===== config.mk =====
export PLATFORM = sky130hd
export DESIGN_NAME = clkfreq_switch
export DESIGN_NICKNAME = d
export VERILOG_FILES = /design/src/rtl/clkfreq_pkg.sv /design/src/rtl/clkfreq_lookup.sv /design/src/rtl/clkfreq_init.sv /design/src/rtl/clkfreq_seq.sv /design/src/rtl/clkfreq_switch.sv
export SDC_FILE = /design/constraint.sdc
export NUM_CORES = 1
export LEC_CHECK = 0
export BUFFER_PORTS_ARGS = -buffer_cell sky130_fd_sc_hd__buf_2
export CAP_MARGIN = 5
export CORE_MARGIN = 1.5
export CORE_UTILIZATION = 40
export DETAILED_ROUTE_END_ITERATION = 6
export HOLD_SLACK_MARGIN = 0.1
export PLACE_DENSITY = 0.71
export RECOVER_POWER = 100
export SETUP_SLACK_MARGIN = 0.5
export SLEW_MARGIN = 5
export SYNTH_ARGS = -nofsm -noshare
export SYNTH_HDL_FRONTEND = slang
export SYNTH_HIERARCHICAL = 1
export SYNTH_SLANG_ARGS = --single-unit

===== constraint.sdc =====
create_clock -name clk -period 2.5 [get_ports clk]
set_clock_uncertainty 0.2 [all_clocks]
set_input_delay 0 -clock clk [delete_from_list [all_inputs] [get_ports clk]]
set_output_delay 0 -clock clk [all_outputs]
set_load 0.01 [all_outputs]

===== src/rtl/clkfreq_pkg.sv =====
package clkfreq_pkg;

    localparam int NUM_FREQ = 4;
    localparam int IDX_W    = $clog2(NUM_FREQ);

    localparam logic [3:0] SEL_CORE_PLL = 4'd8;
    localparam logic [3:0] SEL_BUS_PLL  = 4'd7;
    localparam logic [3:0] SEL_XTAL     = 4'd0;
    localparam logic       SEL_CORE_ID  = 1'b0;
    localparam logic       SEL_BUS_ID   = 1'b1;

    typedef enum logic [2:0] {
        ST_IDLE,
        ST_PWR_UP,
        ST_CORE_PLL,
        ST_BUS_PLL,
        ST_WORD,
        ST_BUS_XTAL,
        ST_CORE_XTAL,
        ST_PWR_DN
    } step_t;

    typedef enum logic [2:0] {
        IN_OFF,
        IN_LOW_GO,
        IN_LOW_WAIT,
        IN_HIGH_GO,
        IN_HIGH_WAIT
    } init_t;

    typedef struct packed {
        logic             valid;
        logic             force_go;
        logic [IDX_W-1:0] idx;
    } move_t;

    function automatic int unsigned freq_mhz(input int unsigned i);
        case (i)
            0:       return 26;
            1:       return 370;
            2:       return 540;
            default: return 720;
        endcase
    endfunction

    function automatic logic [31:0] pll_word(input logic [IDX_W-1:0] i);
        case (i)
            2'd1:    return 32'h831C7628;
            2'd2:    return 32'h8214C4ED;
            2'd3:    return 32'h821BB13C;
            default: return 32'h0;
        endcase
    endfunction

    function automatic logic uses_pll(input logic [IDX_W-1:0] i);
        return i != '0;
    endfunction

endpackage


===== src/rtl/clkfreq_lookup.sv =====
module clkfreq_lookup
    import clkfreq_pkg::*;
#(
    parameter int MHZ_W = 10
) (
    input  logic [MHZ_W-1:0] mhz,
    output logic             hit,
    output logic [IDX_W-1:0] idx
);
    logic [NUM_FREQ-1:0] match;

    for (genvar g = 0; g < NUM_FREQ; g++) begin : g_cmp
        assign match[g] = (mhz == MHZ_W'(freq_mhz(g)));
    end

    always_comb begin
        idx = '0;
        for (int i = 0; i < NUM_FREQ; i++) begin
            if (match[i]) idx = IDX_W'(i);
        end
    end

    assign hit = |match;
endmodule


===== src/rtl/clkfreq_init.sv =====
module clkfreq_init
    import clkfreq_pkg::*;
(
    input  logic  clk,
    input  logic  rst,
    input  logic  start,
    input  logic  seq_idle,
    output move_t mv,
    output logic  active
);
    init_t st;

    always_ff @(posedge clk) begin
        if (rst) begin
            st <= IN_OFF;
        end else begin
            case (st)
                IN_OFF:       if (start && seq_idle) st <= IN_LOW_GO;
                IN_LOW_GO:    st <= IN_LOW_WAIT;
                IN_LOW_WAIT:  if (seq_idle) st <= IN_HIGH_GO;
                IN_HIGH_GO:   st <= IN_HIGH_WAIT;
                IN_HIGH_WAIT: if (seq_idle) st <= IN_OFF;
                default:      st <= IN_OFF;
            endcase
        end
    end

    always_comb begin
        mv.valid    = (st == IN_LOW_GO) || (st == IN_HIGH_GO);
        mv.force_go = 1'b1;
        mv.idx      = (st == IN_HIGH_GO) ? IDX_W'(NUM_FREQ - 1) : '0;
    end

    assign active = (st != IN_OFF);
endmodule


===== src/rtl/clkfreq_seq.sv =====
module clkfreq_seq
    import clkfreq_pkg::*;
#(
    parameter int SEL_W  = 4,
    parameter int WORD_W = 32
) (
    input  logic              clk,
    input  logic              rst,
    input  move_t             mv,
    output logic              idle,
    output logic [IDX_W-1:0]  cur_idx,
    output logic              pwr_req,
    output logic              pwr_on,
    input  logic              pwr_ack,
    output logic              sel_req,
    output logic              sel_id,
    output logic [SEL_W-1:0]  sel_val,
    input  logic              sel_ack,
    output logic              word_req,
    output logic [WORD_W-1:0] word_data,
    input  logic              word_ack
);
    step_t            st;
    logic [IDX_W-1:0] tgt;
    logic             step_ack;

    always_comb begin
        step_ack = 1'b0;
        case (st)
            ST_PWR_UP, ST_PWR_DN:                             step_ack = pwr_ack;
            ST_CORE_PLL, ST_BUS_PLL, ST_BUS_XTAL, ST_CORE_XTAL: step_ack = sel_ack;
            ST_WORD:                                          step_ack = word_ack;
            default:                                          step_ack = 1'b0;
        endcase
    end

    always_ff @(posedge clk) begin
        if (rst) begin
            st      <= ST_IDLE;
            tgt     <= '0;
            cur_idx <= '0;
        end else if (st == ST_IDLE) begin
            if (mv.valid) begin
                tgt <= mv.idx;
                st  <= uses_pll(mv.idx) ? ST_PWR_UP : ST_BUS_XTAL;
            end
        end else if (step_ack) begin
            case (st)
                ST_PWR_UP:    st <= ST_CORE_PLL;
                ST_CORE_PLL:  st <= ST_BUS_PLL;
                ST_BUS_PLL:   st <= ST_WORD;
                ST_BUS_XTAL:  st <= ST_CORE_XTAL;
                ST_CORE_XTAL: st <= ST_PWR_DN;
                default: begin
                    st      <= ST_IDLE;
                    cur_idx <= tgt;
                end
            endcase
        end
    end

    always_comb begin
        pwr_req   = (st == ST_PWR_UP) || (st == ST_PWR_DN);
        pwr_on    = (st == ST_PWR_UP);
        sel_req   = (st == ST_CORE_PLL) || (st == ST_BUS_PLL) ||
                    (st == ST_BUS_XTAL) || (st == ST_CORE_XTAL);
        sel_id    = (st == ST_BUS_PLL) || (st == ST_BUS_XTAL) ? SEL_BUS_ID : SEL_CORE_ID;
        sel_val   = (st == ST_CORE_PLL) ? SEL_W'(SEL_CORE_PLL) :
                    (st == ST_BUS_PLL)  ? SEL_W'(SEL_BUS_PLL)  : SEL_W'(SEL_XTAL);
        word_req  = (st == ST_WORD);
        word_data = WORD_W'(pll_word(tgt));
    end

    assign idle = (st == ST_IDLE);
endmodule


===== src/rtl/clkfreq_switch.sv =====
module clkfreq_switch
    import clkfreq_pkg::*;
#(
    parameter int MHZ_W  = 10,
    parameter int SEL_W  = 4,
    parameter int WORD_W = 32
) (
    input  logic              clk,
    input  logic              rst,
    input  logic              req_valid,
    input  logic [MHZ_W-1:0]  req_mhz,
    input  logic              init_start,
    output logic              busy,
    output logic [1:0]        cur_idx,
    output logic              pwr_req,
    output logic              pwr_on,
    input  logic              pwr_ack,
    output logic              sel_req,
    output logic              sel_id,
    output logic [SEL_W-1:0]  sel_val,
    input  logic              sel_ack,
    output logic              word_req,
    output logic [WORD_W-1:0] word_data,
    input  logic              word_ack
);
    logic             hit;
    logic [IDX_W-1:0] ext_idx;
    logic             seq_idle;
    logic             init_active;
    move_t            init_mv;
    move_t            mv;
    logic [IDX_W-1:0] idx_q;

    clkfreq_lookup #(.MHZ_W(MHZ_W)) u_lookup (
        .mhz (req_mhz),
        .hit (hit),
        .idx (ext_idx)
    );

    clkfreq_init u_init (
        .clk      (clk),
        .rst      (rst),
        .start    (init_start),
        .seq_idle (seq_idle),
        .mv       (init_mv),
        .active   (init_active)
    );

    always_comb begin
        if (init_active) begin
            mv = init_mv;
        end else begin
            mv.force_go = 1'b0;
            mv.idx      = ext_idx;
            mv.valid    = req_valid && hit && (ext_idx != idx_q) &&
                          !init_start && seq_idle;
        end
    end

    clkfreq_seq #(.SEL_W(SEL_W), .WORD_W(WORD_W)) u_seq (
        .clk       (clk),
        .rst       (rst),
        .mv        (mv),
        .idle      (seq_idle),
        .cur_idx   (idx_q),
        .pwr_req   (pwr_req),
        .pwr_on    (pwr_on),
        .pwr_ack   (pwr_ack),
        .sel_req   (sel_req),
        .sel_id    (sel_id),
        .sel_val   (sel_val),
        .sel_ack   (sel_ack),
        .word_req  (word_req),
        .word_data (word_data),
        .word_ack  (word_ack)
    );

    assign cur_idx = idx_q;
    assign busy    = !seq_idle || init_active;
endmodule


==> results of run 1 <==
## per-stage QoR
step                instance area (um^2)  hold WS [ns]  cells  utilization
finish                              1430         0.181    213        0.504
floorplan                           1310        -0.123    150            -
CTS                                 1440         0.177    208        0.509
global placement                    1360        0.0143    200        0.480
global route                        1430         0.185    213        0.504
detailed placement                  1360        0.0157    200        0.480
## registers in the layout (all words and copies together) (netlist names)
name,count
u_seq/tgt,2
u_seq/st,3
u_seq/cur_idx,2
u_init/st,3
## power groups by stage
| stage | logic [uW] | clock network (uW) | registers, uW |
|---|---|---|---|
| detailed placement | 626 | 0 | 258 |
| global route | 732 | 157 | 262 |
| finish | 666 | 142 | 256 |
| global placement | 613 | 0 | 254 |
| floorplan | 540 | 0 | 240 |
| CTS | 652 | 150 | 256 |
## worst max-delay path: cells and delay by family, from the launching register on
family | cells | cell delay [ns]
flops | 1 | 0.35
mux | 1 | 0.22
compound gates | 3 | 0.73
buf+inv | 2 | 0.30
fa+ha+maj | 1 | 0.27
## area by class of cell
class | instances | area (um^2)
Inverter | 7 | 30.0
Sequential cell | 10 | 214
Multi-Input combinational cell | 101 | 815
Fill cell | 289 | 1400
Clock buffer | 4 | 36.3
Timing Repair Buffer | 60 | 293
Tap cell | 31 | 38.8
## worst paths after layout
kind                             start                            end  slack, ns  cells past startpoint
max           u_seq/st[0]$_SDFFE_PP0P_  u_seq/cur_idx[1]$_SDFFE_PP0P_       0.36                      7
min                         req_mhz[0]      u_seq/tgt[1]$_SDFFE_PP0P_       0.18                      5
max reg2reg   u_seq/st[0]$_SDFFE_PP0P_  u_seq/cur_idx[1]$_SDFFE_PP0P_       0.36                      7
min reg2reg  u_init/st[2]$_SDFFE_PP0P_      u_init/st[1]$_SDFFE_PP0P_       0.26                      1
## repair_timing
action,CTS,global route
pin swaps,1,4
hold buffers,3,0
setup endpoints to repair,3,5
resized for setup,2,9
buffers inserted,1,5
endpoints found under the hold margin,10,0
## metal layers
metal,wire length [um],global-route usage
met5,0,0
met4,37,0.0598
met3,132,0.0264
met2,1300,0.262
met1,1160,0.173
==> summary.md, run 1 <==
| Metric | Value |
|---|---|
| Min Clock Period, post-route | 2.14 ns |
| Power per standard cell area | ~750 nW/um^2 |
| Num CTS Buffers | 3 |
| Row cnt | 19 |
| Placer Congestion | 0.791 |
| Max-slew violation count | 0 |
| Clk slew on worst S/H paths | 0.07 ns |
| Core Area | between 2000 and 3000 um^2 |
| Leading cell type in the layout, fill and taps excluded | clkbuf_1 |
| Clock Tree Buf Depth | 2 |
| Clock Sinks | 10 |
| Total negative slack | 0 ns |
| First-pass GRT wire length | just under 4 mm |
| Detailed-route via count | 1,085 |
| Final Hold Fails | 0 |
| CTS H-tree depth | 1 |
| Inserted Diodes | 0 |
| Most frequent cells in the layout | clkbuf_1, buf_2, ha_1, conb_1, nand2b_1 |
| Worst Path Required | 2.49 ns |
| CP max stage cell | a221oi_2 |
| Crit start category | flip-flop |
| Pin count of the biggest net entering global routing | 16 |
| First-pass DRT Iterations | 4 |
| Initial antenna violation count | 0 |
| Drt total wl | around 2.6 mm |
| Number of I/O pins | a little over 60 |
| P_sw | 442 uW |
| Synth Area per Inst | 8.71 um^2 |
| Post-Syn Area | 1230 um^2 |
| Max cap viols | 0 |
| Switch share | 0.416 |
| Final worst slack | around 0.36 ns |
| Setup WS pre-CTS | around 0.36 ns |
| Cell internal pwr | between 600 and 700 uW |
| Gate power share | 0.626 |
| Die H | 58.4 um |
| Yosys warning count | 6 |
| Drt via density | 5.09 |
| Outcome | finished clean |
| Final ANT Viol Nets | 0 |
| Hold Path Class | in -> reg |
| Period utilisation layout | 0.854 |
| Initial core utilization | 0.434 |
| CP Data Arrival Time | 2.13 ns |
| Area Overhead vs Synth | 16.1% |
| Max stage delay on crit path | 0.42 ns |
| CTS tree | yes |
| Port buffer count | 50 |
| Die area | 3410 um^2 |
| Leak Pwr | 0.000624 uW |
| CP Max Fanout | 4 |
| Portion of total power attributed to the clock network | 0.133 |
| DRC viols | 0 |
| Grt total ovfl | 0 |
| Reg power frac | 0.241 |
| WL/cell | 12.3 um |
| Total power | between 1000 and 1500 uW |
| Final nets | 210 |
| Final Setup Violations | 0 |
| Worst IR Drop VDD | 428 uV |
| Clock Tree Root | clkbuf_4 |
| RSZ-0062 raised after global routing | yes |
| Worst Setup End Kind | flip-flop |
| Peak Freq | 468 MHz |
| Total routing usage reported by global routing | 0.147 |
| Post-Syn Instances | between 100 and 150 |
| Clock latency on the worst-skew pair | 0.26 ns |
| Setup Crit Path Kind | reg -> reg |
| DRT iter0 DRCs | 28 |
| Layout cell share with drive strength beyond 1 | 0.291 |
| Cell Chain, Critical Path | clkinvlp_2 -> ha_1 -> buf_4 -> a22oi_1 -> a21o_1 -> a221oi_2 -> mux2i_1 |
| Die width | 58.4 um |
| Vias in the first global route | roughly 920 |
| HPWL after detailed placement | 1.95 mm |
Power figures use the tool's default switching activity.
==> run 2, diff against run 1 <==
- CORE_UTILIZATION: 40 -> 46
- PLACE_DENSITY: 0.71 -> 0.8
==> run 2 against run 1 <==
Count of clock-buffer cells in the layout stayed put; sequential power fell by 5%; final area increased by 1.7%; critical endpoint is now u_seq/st[2]$_SDFFE_PP0P_; highest routed layer unchanged.
==> summary.md, run 2 (synthesized netlist as in run 1, its figures left out) <==
| Metric | Value |
|---|---|
| Period utilisation layout | 0.869 (was 0.854) |
| Detailed-route via count | 1,089 (was 1,085) |
| HPWL after detailed placement | 2.03 mm (was 1.95 mm) |
| Crit start category | flip-flop (unchanged) |
| Hold path endpoint | u_seq/st[0]$_SDFFE_PP0P_ (was u_seq/tgt[1]$_SDFFE_PP0P_) |
| Initial core utilization | 0.491 (was 0.434) |
| Worst IR Drop VDD | 519 uV (was 428 uV) |
| DRT iter0 DRCs | 18 (was 28) |
| Number of I/O pins | 61 (unchanged) |
| Power per standard cell area | 745 nW/um^2 (was 746 nW/um^2) |
| Setup Crit Path Kind | reg -> reg (unchanged) |
| Vias in the first global route | 927 (was 922) |
| Leading cell type in the layout, fill and taps excluded | clkbuf_1 (unchanged) |
| CP max stage cell | dfxtp_1 (was a221oi_2) |
| CP Data Arrival Time | 2.12 ns (was 2.13 ns) |
| DRC viols | 0 (unchanged) |
| Worst setup path startpoint | u_seq/st[1]$_SDFFE_PP0P_ (was u_seq/st[0]$_SDFFE_PP0P_) |
| Setup WS pre-CTS | 0.315 ns (was 0.359 ns) |
| Final nets | 213 (was 210) |
| Worst r2r dst | u_seq/st[2]$_SDFFE_PP0P_ (was u_seq/cur_idx[1]$_SDFFE_PP0P_) |
| R2R cell count | 7 (unchanged) |
| Die H | 54.7 um (was 58.4 um) |
| Inserted Diodes | 0 (unchanged) |
| Core Area | 2500 um^2 (was 2830 um^2) |
| WL/cell | 12.3 um (about the same) |
| Final Hold Fails | 0 (unchanged) |
| Cell Chain, Critical Path | clkinvlp_2 -> ha_1 -> clkbuf_1 -> a22oi_1 -> a21o_1 -> nand3b_1 -> a32o_1 (was clkinvlp_2 -> ha_1 -> buf_4 -> a22oi_1 -> a21o_1 -> a221oi_2 -> mux2i_1) |
| Final Setup Violations | 0 (unchanged) |
| Drt total wl | 2.65 mm (was 2.63 mm) |
| Drt via density | 5.07 (was 5.09) |
| Total negative slack | 0 ns (unchanged) |
| RSZ-0062 raised after global routing | yes (unchanged) |
| Die area | 2990 um^2 (was 3410 um^2) |
| First-pass GRT wire length | 3.66 mm (was 3.92 mm) |
| Final ANT Viol Nets | 0 (unchanged) |
| Max cap viols | 0 (unchanged) |
| Outcome | finished clean (unchanged) |
| Min Clock Period, post-route | 2.17 ns (was 2.14 ns) |
| Hold Path Class | in -> reg (unchanged) |
| Max-slew violation count | 0 (unchanged) |
| Hold Crit Start | pwr_ack (was req_mhz[0]) |
| Total routing usage reported by global routing | 0.170 (was 0.147) |
| Reg-to-reg slack, setup | 0.33 ns (was 0.36 ns) |
| Clock Tree Root | clkbuf_4 (unchanged) |
| First-pass DRT Iterations | 4 (unchanged) |
| CTS H-tree depth | 1 (unchanged) |
| Peak Freq | 460 MHz (was 468 MHz) |
| Clock Tree Buf Depth | 2 (unchanged) |
| Row cnt | 18 (was 19) |
| Area Overhead vs Synth | 18.0% (was 16.1%) |
| Clk slew on worst S/H paths | 0.07 ns (about the same) |
| Clock latency on the worst-skew pair | 0.26 ns (about the same) |
| Hold path cells | 5 (unchanged) |
| Top Registers | u_init/st (3), u_seq/st (3) (unchanged) |
| Leak Pwr | 0.000632 uW (was 0.000624 uW) |
| Post-layout util | 0.580 (was 0.504) |
| Layout cell share with drive strength beyond 1 | 0.281 (was 0.291) |
| Die width | 54.7 um (was 58.4 um) |
| RR Startpoint | u_seq/st[1]$_SDFFE_PP0P_ (was u_seq/st[0]$_SDFFE_PP0P_) |
| Placer Congestion | 0.788 (was 0.791) |
| Most frequent cells in the layout | clkbuf_1, buf_2, ha_1, conb_1, nand2b_1 (unchanged) |
| Grt total ovfl | 0 (unchanged) |
| Final worst slack | 0.328 ns (was 0.364 ns) |
| Port buffer count | 50 (unchanged) |
| Initial antenna violation count | 0 (unchanged) |
| Filler Cells Inserted | 241 (was 289) |
| Worst Path Required | 2.45 ns (was 2.49 ns) |
| Clock Sinks | 10 (unchanged) |
| Max stage delay on crit path | 0.44 ns (was 0.42 ns) |
| CTS tree | yes (unchanged) |
| Worst Setup End Kind | flip-flop (unchanged) |
| CP Max Fanout | 6 (was 4) |
| Num CTS Buffers | 3 (unchanged) |
| Pin count of the biggest net entering global routing | 16 (unchanged) |
==> run 2: through the flow <==
step	hold WS [ns]	area [um^2]	power [uW]	cells
after floorplan	-0.123	1310	780	150
after global placement	0.0150	1360	867	199
after detailed placement	0.0223	1360	888	199
after CTS	0.171	1460	1090	209
after global routing	0.190	1450	1160	215
final	0.172	1450	1080	215
==> run 2: timing repair <==
action,4_1_cts,5_1_grt
hold buffers,3,0
setup buffers,3,6
gates resized for setup,4,9
hold endpoints to repair,10,0
endpoints found under the setup margin,3,6
pin swaps,4,5
==> run 2: where the power goes <==
part / internal, uW / switching (uW)
Sequential: 195 / 48.8
Combinational: 341 / 350
Clock: 88.3 / 56.7
==> run 2: how the worst max path moves through the flow <==
stage | slack, ns | endpoint | depth (start not counted)
CTS | 0.47 | u_seq/st[2]$_SDFFE_PP0P_ | 6
finish | 0.33 | u_seq/st[2]$_SDFFE_PP0P_ | 7
global route | 0.22 | u_seq/st[2]$_SDFFE_PP0P_ | 7
floorplan | 0.42 | u_seq/st[0]$_SDFFE_PP0P_ | 11
global placement | 0.42 | u_seq/st[0]$_SDFFE_PP0P_ | 10
detailed placement | 0.32 | u_seq/st[0]$_SDFFE_PP0P_ | 10
==> run 2: critical path, delay by kind of cell, from the launching register on <==
family | cells | cell delay (ns)
AO/OA/AOI/OAI | 3 | 0.72
adder cells (fa/ha/maj) | 1 | 0.25
buffers and inverters | 2 | 0.35
flip-flops | 1 | 0.44
AND/OR/NAND/NOR | 1 | 0.10
==> run 2: metal layers <==
layer	global-route usage	vias to the layer above	wire [um]
li1	-	542	-
met1	0.159	510	1060
met2	0.355	35	1440
met3	0.0246	2	123
met4	0.0625	0	19
met5	0	-	0
==> run 2: area by class of cell <==
class	instances	area (um^2)	share of cell area
tap	30	37.5	0.0259
multi-input combinational	101	827	0.570
timing repair buffer	63	309	0.213
inverter	7	32.5	0.0224
clock buffer	4	36.3	0.0250
sequential	10	208	0.143
==> run 3, diff against run 2 <==
--- a/config.mk
+++ b/config.mk
@@ -8,5 +8,4 @@
 export BUFFER_PORTS_ARGS = -buffer_cell sky130_fd_sc_hd__buf_2
 export CAP_MARGIN = 5
-export CORE_MARGIN = 1.5
 export CORE_UTILIZATION = 46
 export DETAILED_ROUTE_END_ITERATION = 6
==> constraint.sdc (replaced) <==
create_clock -name clk -period 2.5 [get_ports clk]
set_clock_uncertainty 0.2 [all_clocks]
set_input_delay 0 -clock clk [delete_from_list [all_inputs] [get_ports clk]]
set_output_delay 0 -clock clk [all_outputs]
set_load 0.02 [all_outputs]
==> run 3 against run 2 <==
Global-route usage rose by 1.8 points; routed wire length rose by 1.7%; setup slack improved by 0.042 ns; maximum frequency rose by 2.0%; utilization fell by 0.050 points; highest routed layer unchanged; critical path type unchanged; die area fell by 3.6%; first-iteration DRC count rose by 5.6%; sequential power rose by 4%; sequential share of layout area rose by 0.19 points.
==> summary.md, run 3 (synthesized netlist as in run 1, its figures left out) <==
| Metric | Value |
|---|---|
| Peak Freq | 469 MHz (was 460 MHz) |
| Setup Crit Path Kind | reg -> reg (unchanged) |
| DRT iter0 DRCs | 19 (was 18) |
| Max cap viols | 0 (unchanged) |
| Clock Tree Buf Depth | 2 (unchanged) |
| Drt via density | 5.20 (was 5.07) |
| Grt total ovfl | 0 (unchanged) |
| Total routing usage reported by global routing | 0.188 (was 0.170) |
| Worst Setup End Kind | flip-flop (unchanged) |
| Final ANT Viol Nets | 0 (unchanged) |
| Final nets | 210 (was 213) |
| Core Area | 2500 um^2 (unchanged) |
| RSZ-0062 raised after global routing | yes (unchanged) |
| Layout cell share with drive strength beyond 1 | 0.275 (was 0.281) |
| Area Overhead vs Synth | 17.9% (was 18.0%) |
| DRC viols | 0 (unchanged) |
| Placer Congestion | 0.791 (was 0.788) |
| Port buffer count | 50 (unchanged) |
| Filler Cells Inserted | 254 (was 241) |
| Placed Cells | 199 (unchanged) |
| Non-filler cells, final | 212 (was 215) |
| Final Setup Violations | 0 (unchanged) |
| Drt total wl | 2.69 mm (was 2.65 mm) |
| Worst Path Required | 2.45 ns (about the same) |
| FF/Latch Area | 210 um^2 (was 208 um^2) |
| Leading cell type in the layout, fill and taps excluded | clkbuf_1 (unchanged) |
| Total negative slack | 0 ns (unchanged) |
| CP Max Fanout | 6 (unchanged) |
| HPWL after detailed placement | 2.00 mm (was 2.03 mm) |
| Period utilisation layout | 0.852 (was 0.869) |
| Max-slew violation count | 0 (unchanged) |
| Row cnt | 18 (unchanged) |
| Initial core utilization | 0.491 (unchanged) |
| First-pass DRT Iterations | 4 (unchanged) |
| Min Clock Period, post-route | 2.13 ns (was 2.17 ns) |
| Die H | 53.7 um (was 54.7 um) |
| Top Registers | u_init/st (3), u_seq/st (3) (unchanged) |
| Inserted Diodes | 0 (unchanged) |
| Outcome | finished clean (unchanged) |
| CP Data Arrival Time | 2.08 ns (was 2.12 ns) |
| Clock Tree Root | clkbuf_4 (unchanged) |
| CTS H-tree depth | 1 (unchanged) |
| Num CTS Buffers | 3 (unchanged) |
| Most frequent cells in the layout | clkbuf_1, buf_2, conb_1 (was clkbuf_1, buf_2, ha_1, conb_1, nand2b_1) |
| Clock Sinks | 10 (unchanged) |
| Worst IR Drop VDD | 714 uV (was 519 uV) |
| Die area | 2880 um^2 (was 2990 um^2) |
| Crit start category | flip-flop (unchanged) |
| Initial antenna violation count | 0 (unchanged) |
| Leak Pwr | 0.000618 uW (was 0.000632 uW) |
| Vias in the first global route | 908 (was 927) |
| Hold Slack | 0.171 ns (was 0.172 ns) |
| Number of I/O pins | 61 (unchanged) |
| Die width | 53.7 um (was 54.7 um) |
| Pin count of the biggest net entering global routing | 16 (unchanged) |
| Power per standard cell area | 789 nW/um^2 (was 745 nW/um^2) |
| Multi-input gate area | 846 um^2 (was 827 um^2) |
| Detailed-route via count | 1,102 (was 1,089) |
| Post-layout util | 0.580 (about the same) |
| Hold Path Class | in -> reg (unchanged) |
| First-pass GRT wire length | 3.86 mm (was 3.66 mm) |
| Final Hold Fails | 0 (unchanged) |
| CTS tree | yes (unchanged) |
| Clk slew on worst S/H paths | 0.07 ns (about the same) |
| Clock latency on the worst-skew pair | 0.26 ns (about the same) |
| WL/cell | 12.7 um (was 12.3 um) |
[run 3: cell types whose count changed in the layout (fill, tap and decap cells not counted), sizes merged]
cell      previous run  this run
buf                 27        23
clkbuf              37        38
clkinvlp             1         0
inv                  6         7
[run 3: power breakdown]
group | internal, uW | switching, uW
clock network | 88.5 | 57.8
logic | 342 | 402
registers | 195 | 57.7
[run 3: layer usage]
layer / track usage / up-vias / wire length [um]
met4: 0.0965 / 0 / 27
met1: 0.196 / 517 / 1110
met5: 0 / - / 0
met3: 0.0254 / 2 / 129
li1: - / 541 / -
met2: 0.358 / 42 / 1430
[run 3: stage by stage]
step / cell area (um^2) / total power [uW] / setup slack, ns
2_1_floorplan: 1310 / 828 / 0.418
3_3_place_gp: 1360 / 915 / 0.432
3_5_place_dp: 1360 / 935 / 0.379
4_1_cts: 1440 / 1110 / 0.461
5_1_grt: 1450 / 1220 / 0.256
6_report: 1450 / 1140 / 0.370
[run 3: final timing paths]
kind                                   from  slack (ns)                        end  cells past startpoint
setup reg to reg   u_seq/st[1]$_SDFFE_PP0P_        0.37  u_seq/tgt[0]$_SDFFE_PP0P_                     11
hold reg to reg   u_init/st[2]$_SDFFE_PP0P_        0.27  u_init/st[1]$_SDFFE_PP0P_                      1
setup / recovery   u_seq/st[1]$_SDFFE_PP0P_        0.37  u_seq/tgt[0]$_SDFFE_PP0P_                     11
hold / removal                   req_mhz[0]        0.17  u_seq/tgt[1]$_SDFFE_PP0P_                      5
[run 3: cell type report]
class | count | area share
Multi-Input combinational cell | 101 | 0.584
Timing Repair Buffer | 60 | 0.197
Sequential cell | 10 | 0.145
Tap cell | 30 | 0.0259
Clock buffer | 4 | 0.0250
Inverter | 7 | 0.0233
[run 3: timing repair]
| item | in CTS | in global routing |
|---|---|---|
| hold endpoints to repair | 10 | 0 |
| resized for setup | 2 | 12 |
| buffers inserted | 1 | 5 |
| endpoints found under the setup margin | 3 | 4 |
| pin swaps | 1 | 6 |
| hold buffers | 3 | 0 |
[run 3: worst max-delay path, cell delays in order, from the launching register on]
cell and delay [ns]:
dfxtp_1 0.39, inv_4 0.09, ha_4 0.14, and2b_1 0.16, and4b_1 0.21, o21ai_2 0.05, o21ai_0 0.28, buf_4 0.17
buf_4 0.10, nand2_1 0.06, nand2_1 0.11, a21oi_2 0.06
